**src/rtl/decoded_pla_pkg.sv**
```systemverilog
package decoded_pla_pkg;
  localparam int LINES_PER_PAIR = 4;

  function automatic int imax(input int a, input int b);
    return (a > b) ? a : b;
  endfunction
endpackage

```
**src/rtl/pla_pair_decoder.sv**
```systemverilog
module pla_pair_decoder (
  input  logic [1:0] pair_in,
  output logic [3:0] lines
);
  always_comb begin
    for (int j = 0; j < 4; j++) begin
      lines[j] = (pair_in != 2'(j));
    end
  end

  // p_one_cold_r2: exactly one line of a pair is low
  always_comb begin
    p_one_cold_r2: assert ($countones(lines) == 3);
  end
endmodule

```
**src/rtl/pla_and_plane.sv**
```systemverilog
module pla_and_plane #(
  parameter int NLINE = 8,
  parameter int NCOL  = 8
) (
  input  logic [NLINE-1:0]           lines,
  input  logic [NCOL-1:0][NLINE-1:0] col_mask,
  output logic [NCOL-1:0]            col_out
);
  for (genvar c = 0; c < NCOL; c++) begin : g_col
    assign col_out[c] = &(lines | ~col_mask[c]);
  end
endmodule

```
**src/rtl/pla_or_plane.sv**
```systemverilog
module pla_or_plane #(
  parameter int NCOL = 8,
  parameter int NOUT = 2
) (
  input  logic [NCOL-1:0]           col_in,
  input  logic [NOUT-1:0][NCOL-1:0] row_mask,
  output logic [NOUT-1:0]           row_out
);
  for (genvar k = 0; k < NOUT; k++) begin : g_row
    assign row_out[k] = |(col_in & row_mask[k]);
  end

  // p_out_needs_col_r5: a high output needs at least one high column
  always_comb begin
    p_out_needs_col_r5: assert (!(|row_out) || (|col_in));
  end
endmodule

```
**src/rtl/decoded_pla.sv**
```systemverilog
module decoded_pla
  import decoded_pla_pkg::*;
#(
  parameter int NPAIR  = 2,
  parameter int NCOL   = 8,
  parameter int NOUT   = 2,
  parameter int NLINE  = NPAIR * LINES_PER_PAIR,
  parameter int ADDR_W = $clog2(NCOL + NOUT),
  parameter int DATA_W = imax(NLINE, NCOL)
) (
  input  logic              clk,
  input  logic              rst_n,
  input  logic              prog_we,
  input  logic [ADDR_W-1:0] prog_addr,
  input  logic [DATA_W-1:0] prog_data,
  input  logic [2*NPAIR-1:0] in_bits,
  output logic [NOUT-1:0]   out_bits
);
  localparam logic [ADDR_W-1:0] ADDR_END = ADDR_W'(NCOL + NOUT);

  logic [NCOL-1:0][NLINE-1:0] col_mask;
  logic [NOUT-1:0][NCOL-1:0]  row_mask;
  logic [NLINE-1:0]           lines;
  logic [NCOL-1:0]            col_out;

  for (genvar p = 0; p < NPAIR; p++) begin : g_pair
    pla_pair_decoder u_dec (
      .pair_in (in_bits[2*p +: 2]),
      .lines   (lines[LINES_PER_PAIR*p +: LINES_PER_PAIR])
    );
  end

  for (genvar c = 0; c < NCOL; c++) begin : g_cmask
    always_ff @(posedge clk) begin
      if (!rst_n) col_mask[c] <= '0;
      else if (prog_we && prog_addr == ADDR_W'(c)) col_mask[c] <= prog_data[NLINE-1:0];
    end

    p_col_load_r6: assert property (@(posedge clk) disable iff (!rst_n)
      (prog_we && prog_addr == ADDR_W'(c)) |=> col_mask[c] == $past(prog_data[NLINE-1:0]));
  end

  for (genvar k = 0; k < NOUT; k++) begin : g_rmask
    always_ff @(posedge clk) begin
      if (!rst_n) row_mask[k] <= '0;
      else if (prog_we && prog_addr == ADDR_W'(NCOL + k)) row_mask[k] <= prog_data[NCOL-1:0];
    end
  end

  pla_and_plane #(.NLINE(NLINE), .NCOL(NCOL)) u_and (
    .lines    (lines),
    .col_mask (col_mask),
    .col_out  (col_out)
  );

  pla_or_plane #(.NCOL(NCOL), .NOUT(NOUT)) u_or (
    .col_in   (col_out),
    .row_mask (row_mask),
    .row_out  (out_bits)
  );

  p_bad_addr_ignored_r7: assert property (@(posedge clk) disable iff (!rst_n)
    (prog_we && prog_addr >= ADDR_END) |=> ($stable(col_mask) && $stable(row_mask)));

  p_reset_clears_r8: assert property (@(posedge clk)
    !rst_n |=> (out_bits == '0));
endmodule

```
**config.mk**
```make
export PLATFORM = sky130hd
export DESIGN_NAME = decoded_pla
export DESIGN_NICKNAME = d
export VERILOG_FILES = /design/src/rtl/decoded_pla_pkg.sv /design/src/rtl/pla_pair_decoder.sv /design/src/rtl/pla_and_plane.sv /design/src/rtl/pla_or_plane.sv /design/src/rtl/decoded_pla.sv
export SDC_FILE = /design/constraint.sdc
export NUM_CORES = 1
export LEC_CHECK = 0
export ABC_AREA = 0
export BUFFER_PORTS_ARGS = -buffer_cell sky130_fd_sc_hd__buf_4
export CAP_MARGIN = 20
export CORE_UTILIZATION = 40
export DETAILED_ROUTE_END_ITERATION = 12
export PLACE_DENSITY = 0.66
export SYNTH_ARGS = -nofsm -noshare
export SYNTH_HDL_FRONTEND = slang
export SYNTH_SLANG_ARGS = --single-unit
```
**constraint.sdc**
```tcl
create_clock -name clk -period 3.08 [get_ports clk]
set_input_delay 0.154 -clock clk [delete_from_list [all_inputs] [get_ports clk]]
set_output_delay 0.154 -clock clk [all_outputs]
set_load 0.02 [all_outputs]
```
# ---- After elaboration in Yosys (flattened, before gate mapping)
# Cells that the tools add are included.
dict set report word_totals {
  regBits 80
}
dict set report op_classes {
  reduce_logical 23
  bitwise 18
  eq_ne 15
}
# cell n
set op_table {}
lappend op_table {{NOT 8 bit} 8}
lappend op_table {{OR 8 bit} 8}
lappend op_table {{AND reduction 8 bit} 8}
lappend op_table {{AND 8 bit} 2}
lappend op_table {{equality test 4 x 3 -> 1 bit (second input constant)} 4}
lappend op_table {{OR reduction 8 bit} 2}
lappend op_table {{logical AND 1 bit} 10}
lappend op_table {{equality test 4 x 2 -> 1 bit (second input constant)} 2}
lappend op_table {{equality test 4 bit (second input constant)} 2}
lappend op_table {{!= test 2 bit (second input constant)} 4}
lappend op_table {{equality test 4 x 1 -> 1 bit (second input constant)} 1}
lappend op_table {{logical NOT 4 bit} 1}
lappend op_table {{!= test 2 x 1 -> 1 bit (second input constant)} 2}
lappend op_table {{nonzero test 2 bit} 2}

# ---- Logic depth before layout (Yosys ltp)
# Gate-level depths: netlist of run 1.
dict set report logic_depth {
  word_depth 5
  depth_mapped 6
  depth_no_buf 4
}

# ---- Cells and area by module
# A second synthesis of run 1 with hierarchy kept.
dict set report unflattened {
  cells_unflattened 410
  area_unflattened_um2 3647.2
}
# mod cells_per_inst area_per_inst_um2 instances
set by_module_without_submodules {}
lappend by_module_without_submodules {decoded_pla 280 2935.3 1}
lappend by_module_without_submodules {pla_and_plane 112 594.3 1}
lappend by_module_without_submodules {pla_or_plane 10 72.6 1}
lappend by_module_without_submodules {pla_pair_decoder 4 22.5 2}

# ---- Worst setup path after synthesis of run 1
# Ideal clock, no wire load.
dict set report synth_timing {
  path_type {input -> output}
  startpoint {input port in_bits[2]}
  endpoint {output port out_bits[0]}
  path_stages 5
  slack_ns 1.586
  arrival_time_ns 1.340
  path_buffers 1
  t_required_ns 2.926
  path_cell_list {buf_2 -> mux4_2 -> nor2_1 -> a22oi_1 -> nand4_1}
}
dict set report synth_between {
  elab_chain_len 5
}
# item line_no
set synth_rtl {}
lappend synth_rtl {{start, declared} decoded_pla.sv:16} ;# input logic [2*NPAIR-1:0] in_bits,
lappend synth_rtl {{!= test 2 x 1 -> 1 bit (tied with other cells)} pla_pair_decoder.sv:7} ;# lines[j] = (pair_in != 2'(j));
lappend synth_rtl {{OR 8 bit} pla_and_plane.sv:10} ;# assign col_out[c] = &(lines | ~col_mask[c]);
lappend synth_rtl {{AND reduction 8 bit} pla_and_plane.sv:10}
lappend synth_rtl {{AND 8 bit (*)} pla_or_plane.sv:10} ;# assign row_out[k] = |(col_in & row_mask[k]);
lappend synth_rtl {{OR reduction 8 bit (*)} pla_or_plane.sv:10}
lappend synth_rtl {{end, declared} decoded_pla.sv:17} ;# output logic [NOUT-1:0] out_bits
# Every way passes the cells marked *; elsewhere a longest branch is shown, timed or not.

# ---- Worst setup path in the final report of run 1
dict set report layout_timing {
  startpoint {register col_mask[47] (netlist bit)}
  endpoint {output port out_bits[1]}
}
dict set report layout_between {
  elab_chain_len 5
}
# item line_no
set layout_rtl {}
lappend layout_rtl {{start, declared} decoded_pla.sv:21} ;# logic [NCOL-1:0][NLINE-1:0] col_mask;
lappend layout_rtl {{start signal, assigned by index} decoded_pla.sv:36} ;# else if (prog_we && prog_addr == ADDR_W'(c)) col_mask[c] <= prog_data[NLINE-1:0];
lappend layout_rtl {{NOT 8 bit} pla_and_plane.sv:10}
lappend layout_rtl {{OR 8 bit} pla_and_plane.sv:10}
lappend layout_rtl {{AND reduction 8 bit} pla_and_plane.sv:10}
lappend layout_rtl {{AND 8 bit} pla_or_plane.sv:10}
lappend layout_rtl {{OR reduction 8 bit} pla_or_plane.sv:10}
# Every way passes these cells.

==> metrics.md, run 1 <==
| Metric | Value |
|---|---|
| Status | completed |
| Leak pwr | 1.55 nW |
| Final ANT Viol Nets | 0 |
| Die X | 96.9 um |
| Placeable Area | 0.00872 mm^2 |
| Fmax | 514 MHz |
| Critical path endpoint category | output port |
| Setup WS pre-CTS | 1.29 ns |
| Rel. slew slack | 58.1% |
| Critical path class | reg2out |
| Mapped cell area | 0.00361 mm^2 |
| Peak VDD IR | 257 uV |
| Clock Pin Slew Worst Setup and Hold Paths | 0.08 ns |
| R2R cell count | 2 |
| CP Data Required Time | 2.93 ns |
| Critical path depth | 5 |
| Critical path launch point type | flip-flop |
| TritonCTS Buffers | 9 |
| Max FO, Critical Path | 2 |
| Syn avg cell area | 10.8 um^2 |
| Die Ht | 96.9 um |
| Largest delay share family, worst path | multiplexers |
| DP Area | 0.00378 mm^2 |
| Full die area | 0.00940 mm^2 |
| Post-route clock period utilization | 63.2% |
| Combinational share of power | 7.9% |
| Yosys warnings | 0 |
| Reg2reg setup slack | 2.40 ns |
| Worst slew pin tran | 0.628 ns |
| GR Overflow Total | 0 |
| Max cap viols | 0 |
| First-pass GRT wire length | 12,600 um |
| Net count, final | 357 |
| Final hold viol count | 0 |
| Crit-path slowest cell | mux4_2 |
| DR DRC count | 0 |
| Post-Syn Instances | 334 |
| WL/cell | 17.4 um |
| Skew final | 0 ns |
| Setup ws final | 1.13 ns |
| Sw power | 463 uW |
| WL final | 7860 um |
| Int Pwr | 1.51 mW |
| Crit path DAT | 1.79 ns |
| Post-synth top area cell | dfxtp_1 |
| Starting Density | 41.3% |
| 1st-pass router iterations | 4 |
| Synth area leaders | dfxtp_1, mux2i_1, nor2b_1 |
| Clock Tree Root | clkbuf_8 |
| Tot Pwr | 1.97 mW |
| Hold buffers post-CTS | 0 |
| Synth Area in Simple Gates | 18.6% |
| CTS tree | built |
| Finished layout cell area | 0.00398 mm^2 |
| Share of power burned in registers | 53.4% |
| Synth Area in Adders | 0% |
| Crit-path cells | mux4_2, nor2_1, a22oi_1, nand4_1, buf_4 |
| Sequential area share after synthesis | 44.4% |
| Critical R2R Launch | col_mask[58] |
| Distinct cells, synth | 25 |
| Worst path buffer plus inverter count | 1 |
| #FFs+latches synth | 80 |
| Post-DP HPWL | 5150 um |
| Reg-to-Reg End | col_mask[58] |
| Final setup vio count | 0 |
| CP max stage delay | 0.46 ns |
| Gp weighted congestion | 0.745 |
| Sink Count | 80 |
| Avg Vias per Cell | 5.25 |
| Clk_lat worst skew | 0.33 ns |
| # resized after CTS | 0 |
| Setup TNS | 0 ns |
| Post-CTS Setup Bufs | 0 |
| End of the critical path | out_bits[1] |
| Antenna cells | 0 |
| Vias | 2,368 |
| Deepest clock path buffer count | 2 |
| Fin crit period | 1.95 ns |
| Fill count | 804 |
| Initial antenna violation count | 0 |
| FP Rows | 34 |
| Final Slew Violations | 0 |
| RSZ-0062 raised after global routing | false |
| Share of cells above drive strength 1 | 16.3% |
| Layout area overhead | 10.3% |
| Post-synth net total | 353 |
| GRT Total Usage | 17.3% |
| Switch share | 23.5% |
| Yosys top cell area share | 44.4% |
| Initial DRC Count | 137 |
| Compound-Gate Fraction of Synth Area | 6.11% |
| Ports | 21 |
| Clock network fraction of design power | 38.8% |
| Largest net degree at the start of global routing | 81 |
| Port Buffers | 20 |
| Xor/xnor share of the synthesized area | 0% |
| Min-Delay Path Class | in2reg |
| Vias in the first global route | 2,371 |
| Largest family of logic cells by synthesized area | multiplexers |
| Post-synthesis mux area share | 27.8% |
| Setup crit start | col_mask[47] |
| Max H-tree Level | 3 |
| Power per Cell Area | 496 mW/mm^2 |
| Final hold slack | 0.163 ns |
## state kept, by name, summed over array words and instances (netlist names)
signal    flops
col_mask     64
row_mask     16
## cells in the mapped netlist
cell	n
nand2_1	19
nor2_1	9
nor2_2	1
nor3b_1	1
nand4_1	2
or4_1	1
nand3_1	8
or3_1	1
o21ai_0	8
buf_2	9
buf_1	1
clkbuf_1	17
a22oi_1	8
a21boi_0	16
nand3b_1	1
nand2b_1	1
nor2b_1	65
nor3b_2	1
nand3_2	2
nor3_4	1
and3_1	1
dfxtp_1	80
mux4_2	16
mux2i_1	64
and4b_1	1
## worst min path at each step
stage / startpoint / endpoint / slack, ns / cells after the start
after CTS: prog_data[6] / col_mask[62] / 0.15 / 3
after global placement: col_mask[2] / col_mask[2] / 0.45 / 2
after global routing: prog_data[4] / col_mask[60] / 0.16 / 3
after detailed placement: col_mask[5] / col_mask[5] / 0.46 / 2
final: prog_data[6] / col_mask[62] / 0.16 / 3
after floorplan: prog_addr[3] / col_mask[1] / 0.40 / 3
## layout by cell type (no fill, tap or decap)
| cell type | instances |
|---|---|
| a21boi_0 | 16 |
| a22oi_1 | 8 |
| and3_1 | 1 |
| and4b_1 | 1 |
| buf_4 | 20 |
| bufinv_16 | 1 |
| clkbuf_1 | 1 |
| clkbuf_8 | 10 |
| clkinv_2 | 2 |
| clkinv_4 | 1 |
| clkinvlp_4 | 1 |
| dfxtp_1 | 80 |
| mux2i_1 | 64 |
| mux4_2 | 16 |
| nand2_1 | 19 |
| nand2b_1 | 1 |
| nand3_1 | 8 |
| nand3_2 | 2 |
| nand3b_1 | 1 |
| nand4_1 | 2 |
| nor2_1 | 9 |
| nor2_2 | 1 |
| nor2b_1 | 65 |
| nor3_4 | 1 |
| nor3b_1 | 1 |
| nor3b_2 | 1 |
| o21ai_0 | 8 |
| or3_1 | 1 |
| or4_1 | 1 |
## power by group through the flow
stage          Clock (mW)  Sequential (mW)  Combinational [mW]
6_report            0.765             1.05               0.155
5_1_grt             0.818             1.05               0.166
4_1_cts             0.780             1.05               0.156
3_5_place_dp            0             1.08               0.156
3_3_place_gp            0             1.08               0.154
2_1_floorplan           0             1.08               0.105
## area by class of cell
class | count | area [um^2] | share of cell area [%]
Multi-Input combinational cell | 227 | 1890 | 47.6
Tap cell | 108 | 135 | 3.40
Clock inverter | 5 | 56.3 | 1.42
Clock buffer | 11 | 141 | 3.56
Timing Repair Buffer | 20 | 150 | 3.78
Sequential cell | 80 | 1600 | 40.3
## per-stage QoR
| step | instances | utilization, % |
|---|---|---|
| global route | 451 | 45.6 |
| detailed placement | 435 | 43.3 |
| CTS | 451 | 45.6 |
| finish | 451 | 45.6 |
| floorplan | 334 | - |
| global placement | 435 | 43.3 |
## worst reg2reg max path, delay by kind of cell, from the launching register on
kind / cells / cell delay [ns]
flops: 1 / 0.33
compound gates: 2 / 0.27
## layer usage
metal / global-route usage (%) / vias to the layer above / share of wire (%) / wire length [um]
li1: - / 1172 / - / -
met1: 23.5 / 1165 / 49 / 3810
met2: 28.2 / 26 / 49 / 3840
met3: 2.38 / 5 / 1.5 / 119
met4: 5.97 / 0 / 1.1 / 84
met5: 0 / - / 0 / 0
## kinds of logic (layout without fill, tap and decap cells)
family	count (synthesis)	after routing
AO/OA/AOI/OAI	32	32
buffers and inverters	27	36
flip-flops	80	80
multiplexers	80	80
AND/OR/NAND/NOR	115	115
Power figures use the tool's default switching activity.
==> run 2: changes to the inputs <==
==> constraint.sdc (replaced) <==
create_clock -name clk -period 1.9 [get_ports clk]
set_input_delay 0.095 -clock clk [delete_from_list [all_inputs] [get_ports clk]]
set_output_delay 0.095 -clock clk [all_outputs]
set_load 0.02 [all_outputs]
==> run 2 against run 1 <==
Against the previous run: total power up 70%; clock skew unchanged; clock power rose by 82%; critical path depth stayed put; count of clock-buffer cells in the layout grew 1; sequential cell count did not move; global-route usage rose by 0.58 points; sequential power grew 63%; utilization increased by 0.77 points; largest power group unchanged.
==> metrics.md, run 2 (synthesized netlist as in run 1, its figures left out) <==
| Metric | Value |
|---|---|
| WL final | 7740 um (-1.5%) |
| Largest Register | col_mask |
| CTS tree | built |
| Starting Density | 41.3% (unchanged) |
| Most common cell after layout, fill and taps aside | dfxtp_1 |
| Antenna cells | 0 (unchanged) |
| Port Buffers | 20 (unchanged) |
| Worst path buffer plus inverter count | 1 (unchanged) |
| Initial antenna violation count | 0 (unchanged) |
| Crit path DAT | 1.69 ns (-0.10 ns) |
| Clock Pin Slew Worst Setup and Hold Paths | 0.08 ns (about the same) |
| Post-route clock period utilization | 94.1% |
| Skew final | 0 ns (unchanged) |
| Final hold slack | 0.0931 ns (-0.0695 ns) |
| Gp weighted congestion | 0.777 (+4.3%) |
| Min-Delay Path Class | in2reg |
| Post-CTS Setup Bufs | 0 (unchanged) |
| Max cap viols | 0 (unchanged) |
| Worst slew pin tran | 0.631 ns (+0.00251 ns) |
| Setup TNS | 0 ns (unchanged) |
| Leak pwr | 1.59 nW (+2.4%) |
| Full die area | 0.00940 mm^2 (unchanged) |
| Final setup vio count | 0 (unchanged) |
| Sink Count | 80 (unchanged) |
| Critical path endpoint category | output port |
| Final ANT Viol Nets | 0 (unchanged) |
| Status | completed |
| Initial DRC Count | 163 (+19%) |
| Critical path class | reg2out |
| Vias | 2,411 (+1.8%) |
| Deepest clock path buffer count | 2 (unchanged) |
| Net count, final | 360 (+0.84%) |
| GRT Total Usage | 17.9% (+0.58 points) |
| Clk_lat worst skew | 0.35 ns (+0.02 ns) |
| Critical path launch point type | flip-flop |
| Avg Vias per Cell | 5.32 (+1.4%) |
| Die Ht | 96.9 um (unchanged) |
| FP Rows | 34 (unchanged) |
| Largest net degree at the start of global routing | 81 (unchanged) |
| Max H-tree Level | 3 (unchanged) |
| Die X | 96.9 um (unchanged) |
| 1st-pass router iterations | 4 (unchanged) |
| CP Data Required Time | 1.80 ns (-1.13 ns) |
| Power per Cell Area | 829 mW/mm^2 (+67%) |
| Post-DP HPWL | 5010 um (-2.7%) |
| Commonest cells after routing, fill and taps aside | dfxtp_1, nor2b_1, mux2i_1 |
| DR DRC count | 0 (unchanged) |
| First-pass GRT wire length | 13,000 um (+3.6%) |
| Peak VDD IR | 512 uV (+99%) |
| Top flop regs | col_mask (64), row_mask (16) |
| Clock Tree Root | clkbuf_8 |
| Ports | 21 (unchanged) |
| Max FFs per register | 64 (unchanged) |
| WL/cell | 17.1 um (-1.9%) |
| TritonCTS Buffers | 9 (unchanged) |
| Rel. slew slack | 58.0% (-0.17 points) |
| Final Slew Violations | 0 (unchanged) |
| Crit-path cells | mux4_2, nor2_2, a22oi_1, nand4_1, buf_4 |
| Final hold viol count | 0 (unchanged) |
| Fill count | 801 (-0.37%) |
| Fin crit period | 1.79 ns |
| GR Overflow Total | 0 (unchanged) |
| Share of cells above drive strength 1 | 18.8% (+2.5 points) |
| Largest delay share family, worst path | multiplexers |
| Max FO, Critical Path | 2 (unchanged) |
| RSZ-0062 raised after global routing | false |
| Crit-path slowest cell | mux4_2 |
| Fmax | 559 MHz |
| CP max stage delay | 0.48 ns (+0.02 ns) |
| Vias in the first global route | 2,419 (+2.0%) |
| Layout area overhead | 12.1% |
| Placeable Area | 0.00872 mm^2 (unchanged) |
[run 2: where the power goes]
part | leakage, nW | internal, mW | total [mW] | switching, mW
clock network | 0.112 | 0.803 | 1.39 | 0.587
registers | 0.646 | 1.70 | 1.71 | 0.0107
logic | 0.828 | 0.112 | 0.255 | 0.143
[run 2: stage by stage]
stage	power [mW]	instance area [um^2]	cells	util, %	setup WS (ns)
after floorplan	1.91	3610	334	-	0.524
after global placement	2.00	3800	438	43.6	0.344
after detailed placement	2.00	3800	438	43.6	0.345
after CTS	3.37	4020	453	46.1	0.0283
after global routing	3.48	4040	453	46.4	0.00289
final	3.35	4040	453	46.4	0.113
[run 2: per-layer routing]
metal  track usage, %  up-vias  share of wire (%)
met5                0        -                  0
met1             23.8     1190                 48
met4             5.17        0                1.2
met3             4.55        8                2.7
li1                 -     1178                  -
met2             28.7       35                 48
[run 2: timing repair]
action / CTS / global route
resized for setup: 0 / 8
hold buffers: 0 / 0
endpoints found under the setup margin: 0 / 2
[run 2: worst paths after layout]
path                            cells past startpoint  slack (ns)         start           end
worst max register to register                      2        1.22  col_mask[56]  col_mask[56]
worst min register to register                      2        0.47   col_mask[7]   col_mask[7]
worst max-delay path                                5        0.11  col_mask[15]   out_bits[0]
worst min-delay path                                3        0.09  prog_data[3]  col_mask[59]
[run 2: final cells by class]
| cell class | instances | area [um^2] | area share [%] |
|---|---|---|---|
| Tap cell | 108 | 135 | 3.34 |
| Timing Repair Buffer | 23 | 173 | 4.27 |
| Sequential cell | 80 | 1600 | 39.6 |
| Clock inverter | 3 | 65.1 | 1.61 |
| Clock buffer | 12 | 155 | 3.84 |
| Multi-Input combinational cell | 227 | 1910 | 47.3 |
[run 2: tightest hold or removal path, cell delays in order]
cell	delay, ns
buf_4	0.17
nand2_1	0.07
a21boi_0	0.06
==> run 3: changes to the inputs <==
--- a/config.mk
+++ b/config.mk
@@ -8,9 +8,11 @@
 export ABC_AREA = 0
 export BUFFER_PORTS_ARGS = -buffer_cell sky130_fd_sc_hd__buf_4
 export CAP_MARGIN = 20
-export CORE_UTILIZATION = 40
+export CORE_UTILIZATION = 60
 export DETAILED_ROUTE_END_ITERATION = 12
-export PLACE_DENSITY = 0.66
+export PLACE_DENSITY = 0.89
 export SYNTH_ARGS = -nofsm -noshare
 export SYNTH_HDL_FRONTEND = slang
+export SYNTH_HIERARCHICAL = 1
 export SYNTH_SLANG_ARGS = --single-unit
+export TNS_END_PERCENT = 50
==> run 3 against run 2 <==
Against the previous run: sequential cell count unchanged; non-clock buffer count increased by 2; combinational power decreased by 8.6%; via count increased by 21%; sequential power about the same; wire length increased by 11%; total power decreased by 5.0%; sequential share of layout area increased by 0.47 points; setup slack improved by 0.021 ns; die area decreased by 32%; cell area decreased by 1.2%; critical path depth increased by 1; critical endpoint is now out_bits[1]; highest routed layer unchanged.
==> metrics.md, run 3 <==
| Metric | Value |
|---|---|
| Min-Delay Path Class | in2reg |
| Power per Cell Area | 797 mW/mm^2 (-3.9%) |
| Critical path class | reg2out |
| Clock network fraction of design power | 39.1% (-2.4 points) |
| Final ANT Viol Nets | 0 (unchanged) |
| Post-CTS Setup Bufs | 0 (unchanged) |
| Post-synth top area cell | dfxtp_1 |
| GR Overflow Total | 0 (unchanged) |
| Distinct cells, synth | 27 (+8.0%) |
| Deepest clock path buffer count | 2 (unchanged) |
| Largest net degree at the start of global routing | 36 (-56%) |
| Largest Register | col_mask |
| Vias in the first global route | 2,768 (+14%) |
| FP Rows | 28 (-18%) |
| WL final | 8620 um (+11%) |
| Most common cell after layout, fill and taps aside | nand2_1 |
| Worst slew pin tran | 0.613 ns (-0.0182 ns) |
| Setup TNS | 0 ns (unchanged) |
| Setup ws final | 0.133 ns (+0.0208 ns) |
| Fmax | 566 MHz (+1.2%) |
| Post-route clock period utilization | 93.0% (-1.1 points) |
| Vias | 2,926 (+21%) |
| RSZ-0062 raised after global routing | false |
| Antenna cells | 0 (unchanged) |
| Ys async rst share | 0% (unchanged) |
| Int Pwr | 2.46 mW (-6.0%) |
| Sequential area share after synthesis | 43.9% (-0.50 points) |
| Clk_lat worst skew | 0.35 ns (about the same) |
| GRT Total Usage | 29.4% (+12 points) |
| Max FFs per register | 64 (unchanged) |
| Mapped cell area | 0.00365 mm^2 (+1.1%) |
| Sw power | 730 uW (-1.4%) |
| CTS tree | built |
| 1st-pass router iterations | 6 (+2) |
| Post-Syn Instances | 410 (+23%) |
| Wire length on met2 | 4270 um (+15%) |
| Skew final | 0 ns (unchanged) |
| Sink Count | 80 (unchanged) |
| Post-DP HPWL | 6100 um (+22%) |
| Yosys top cell area share | 43.9% (-0.50 points) |
| Die Ht | 80.0 um (-18%) |
| Top flop regs | col_mask (64), row_mask (16) |
| Ys flop type | dfxtp_1 |
| Max H-tree Level | 3 (unchanged) |
| Avg Vias per Cell | 5.84 (+9.7%) |
| Max FO, Critical Path | 2 (unchanged) |
| Initial DRC Count | 182 (+12%) |
| CP Data Required Time | 1.80 ns (about the same) |
| Combinational share of power | 7.3% (-0.3 points) |
| Final Slew Violations | 0 (unchanged) |
| WL/cell | 17.2 um (+0.66%) |
| Number of enable flip-flop cells after synthesis | 0 (unchanged) |
| Syn avg cell area | 8.90 um^2 (-18%) |
| Placeable Area | 0.00589 mm^2 (-33%) |
| Setup WS pre-CTS | 0.364 ns (+0.0187 ns) |
| Peak VDD IR | 512 uV (about the same) |
| Layout area overhead | 9.57% |
| Post-synth net total | 429 (+22%) |
| Yosys warnings | 6 (+6) |
| #FFs+latches synth | 80 (unchanged) |
| Initial antenna violation count | 0 (unchanged) |
| Hold buffers post-CTS | 0 (unchanged) |
| Final hold viol count | 0 (unchanged) |
| # resized after CTS | 0 (unchanged) |
| Final setup vio count | 0 (unchanged) |
| Fin crit period | 1.77 ns (-0.0208 ns) |
| Port Buffers | 20 (unchanged) |
| Synth area leaders | dfxtp_1, mux2i_1, nand2_1 |
| DR DRC count | 0 (unchanged) |
| Synth cell count leaders | nand2_1, dfxtp_1, mux2i_1 |
| Crit path DAT | 1.67 ns (-0.02 ns) |
| Critical path endpoint category | output port |
| Die X | 80.0 um (-18%) |
| Max cap viols | 0 (unchanged) |
| Rel. slew slack | 59.0% (+1.1 points) |
| Clock Tree Root | clkbuf_8 |
| Share of cells above drive strength 1 | 12.4% (-6.4 points) |
| Full die area | 0.00639 mm^2 (-32%) |
| TritonCTS Buffers | 9 (unchanged) |
| Net count, final | 440 (+22%) |
| Ports | 21 (unchanged) |
| Status | completed |
| Count leader, synth | nand2_1 |
| Share of power burned in registers | 53.6% (+2.7 points) |
| Critical path launch point type | flip-flop |
| Starting Density | 62.0% (+21 points) |
| WL met3 | 420 um (+98%) |
| Fill count | 433 (-46%) |
| Top routing layer in use | met4 |
| Clock Pin Slew Worst Setup and Hold Paths | 0.07 ns (about the same) |
| Gp weighted congestion | 0.936 (+21%) |
| Leak pwr | 1.58 nW (-0.64%) |
| WL met1 | 3620 um (-2.9%) |
| First-pass GRT wire length | 13,700 um (+5.3%) |
| Commonest cells after routing, fill and taps aside | nand2_1, mux2i_1, dfxtp_1 |
| Switch share | 22.9% (+0.84 points) |
[run 3: cell count changes in the layout (fill, tap and decap cells not counted), sizes merged, moves of 10 or more]
cell | previous run | this run
a21boi | 16 | 0
inv | 0 | 64
mux2i | 64 | 80
mux4 | 16 | 0
nand2 | 19 | 92
nand3 | 10 | 0
nor2b | 65 | 0
o22ai | 0 | 32
[run 3: worst paths after layout]
check / depth (start not counted) / startpoint / endpoint / slack [ns]
max: 6 / col_mask[25] / out_bits[1] / 0.13
min: 3 / rst_n / col_mask[41] / 0.15
max reg2reg: 2 / col_mask[48] / col_mask[48] / 1.24
min reg2reg: 2 / col_mask[44] / col_mask[44] / 0.46
[run 3: area by class of cell]
| class | instances | area (um^2) | share of cell area, % |
|---|---|---|---|
| clock buffers | 13 | 159 | 3.98 |
| clock inverters | 3 | 40.0 | 1.00 |
| inverters | 64 | 240 | 6.01 |
| multi-input cells | 241 | 1670 | 41.9 |
| flip-flops and latches | 80 | 1600 | 40.1 |
| well taps | 75 | 93.8 | 2.35 |
| repair buffers | 25 | 188 | 4.70 |
[run 3: cells by family after synthesis]
logic type	count (synthesis)	synth area share (%)
compound gates	40	7.14
buf+inv	89	10.4
flops	80	43.9
mux	80	22.0
simple gates	121	16.6
[run 3: power by group through the flow]
stage / Sequential [mW] / Combinational, mW / Clock, mW
5_1_grt: 1.71 / 0.247 / 1.33
6_report: 1.71 / 0.233 / 1.24
3_5_place_dp: 1.75 / 0.227 / 0
4_1_cts: 1.71 / 0.228 / 1.26
3_3_place_gp: 1.75 / 0.222 / 0
2_1_floorplan: 1.74 / 0.149 / 0
[run 3: worst max-delay path, cell delays in order (launching register included)]
cell and delay, ns:
dfxtp_1 0.32, inv_1 0.09, o22ai_1 0.11, nor4_2 0.43
a22oi_1 0.14, nand4_1 0.11, buf_4 0.14
[run 3: per-stage QoR]
stage               std cells  area, um^2  hold WS, ns  power (mW)  utilization (%)
global placement          485        3800        0.443        1.97             64.5
CTS                       501        4000        0.142        3.19             67.9
detailed placement        485        3800        0.448        1.97             64.5
floorplan                 410        3650        0.408        1.89                -
finish                    501        4000        0.153        3.19             67.9
global route              501        4000        0.165        3.29             67.9
[run 3: routing by layer]
metal / up-vias / GRT usage, %
met5: - / 0
met4: 0 / 18.6
met3: 28 / 4.57
met2: 112 / 50.3
met1: 1421 / 34.1
li1: 1365 / -
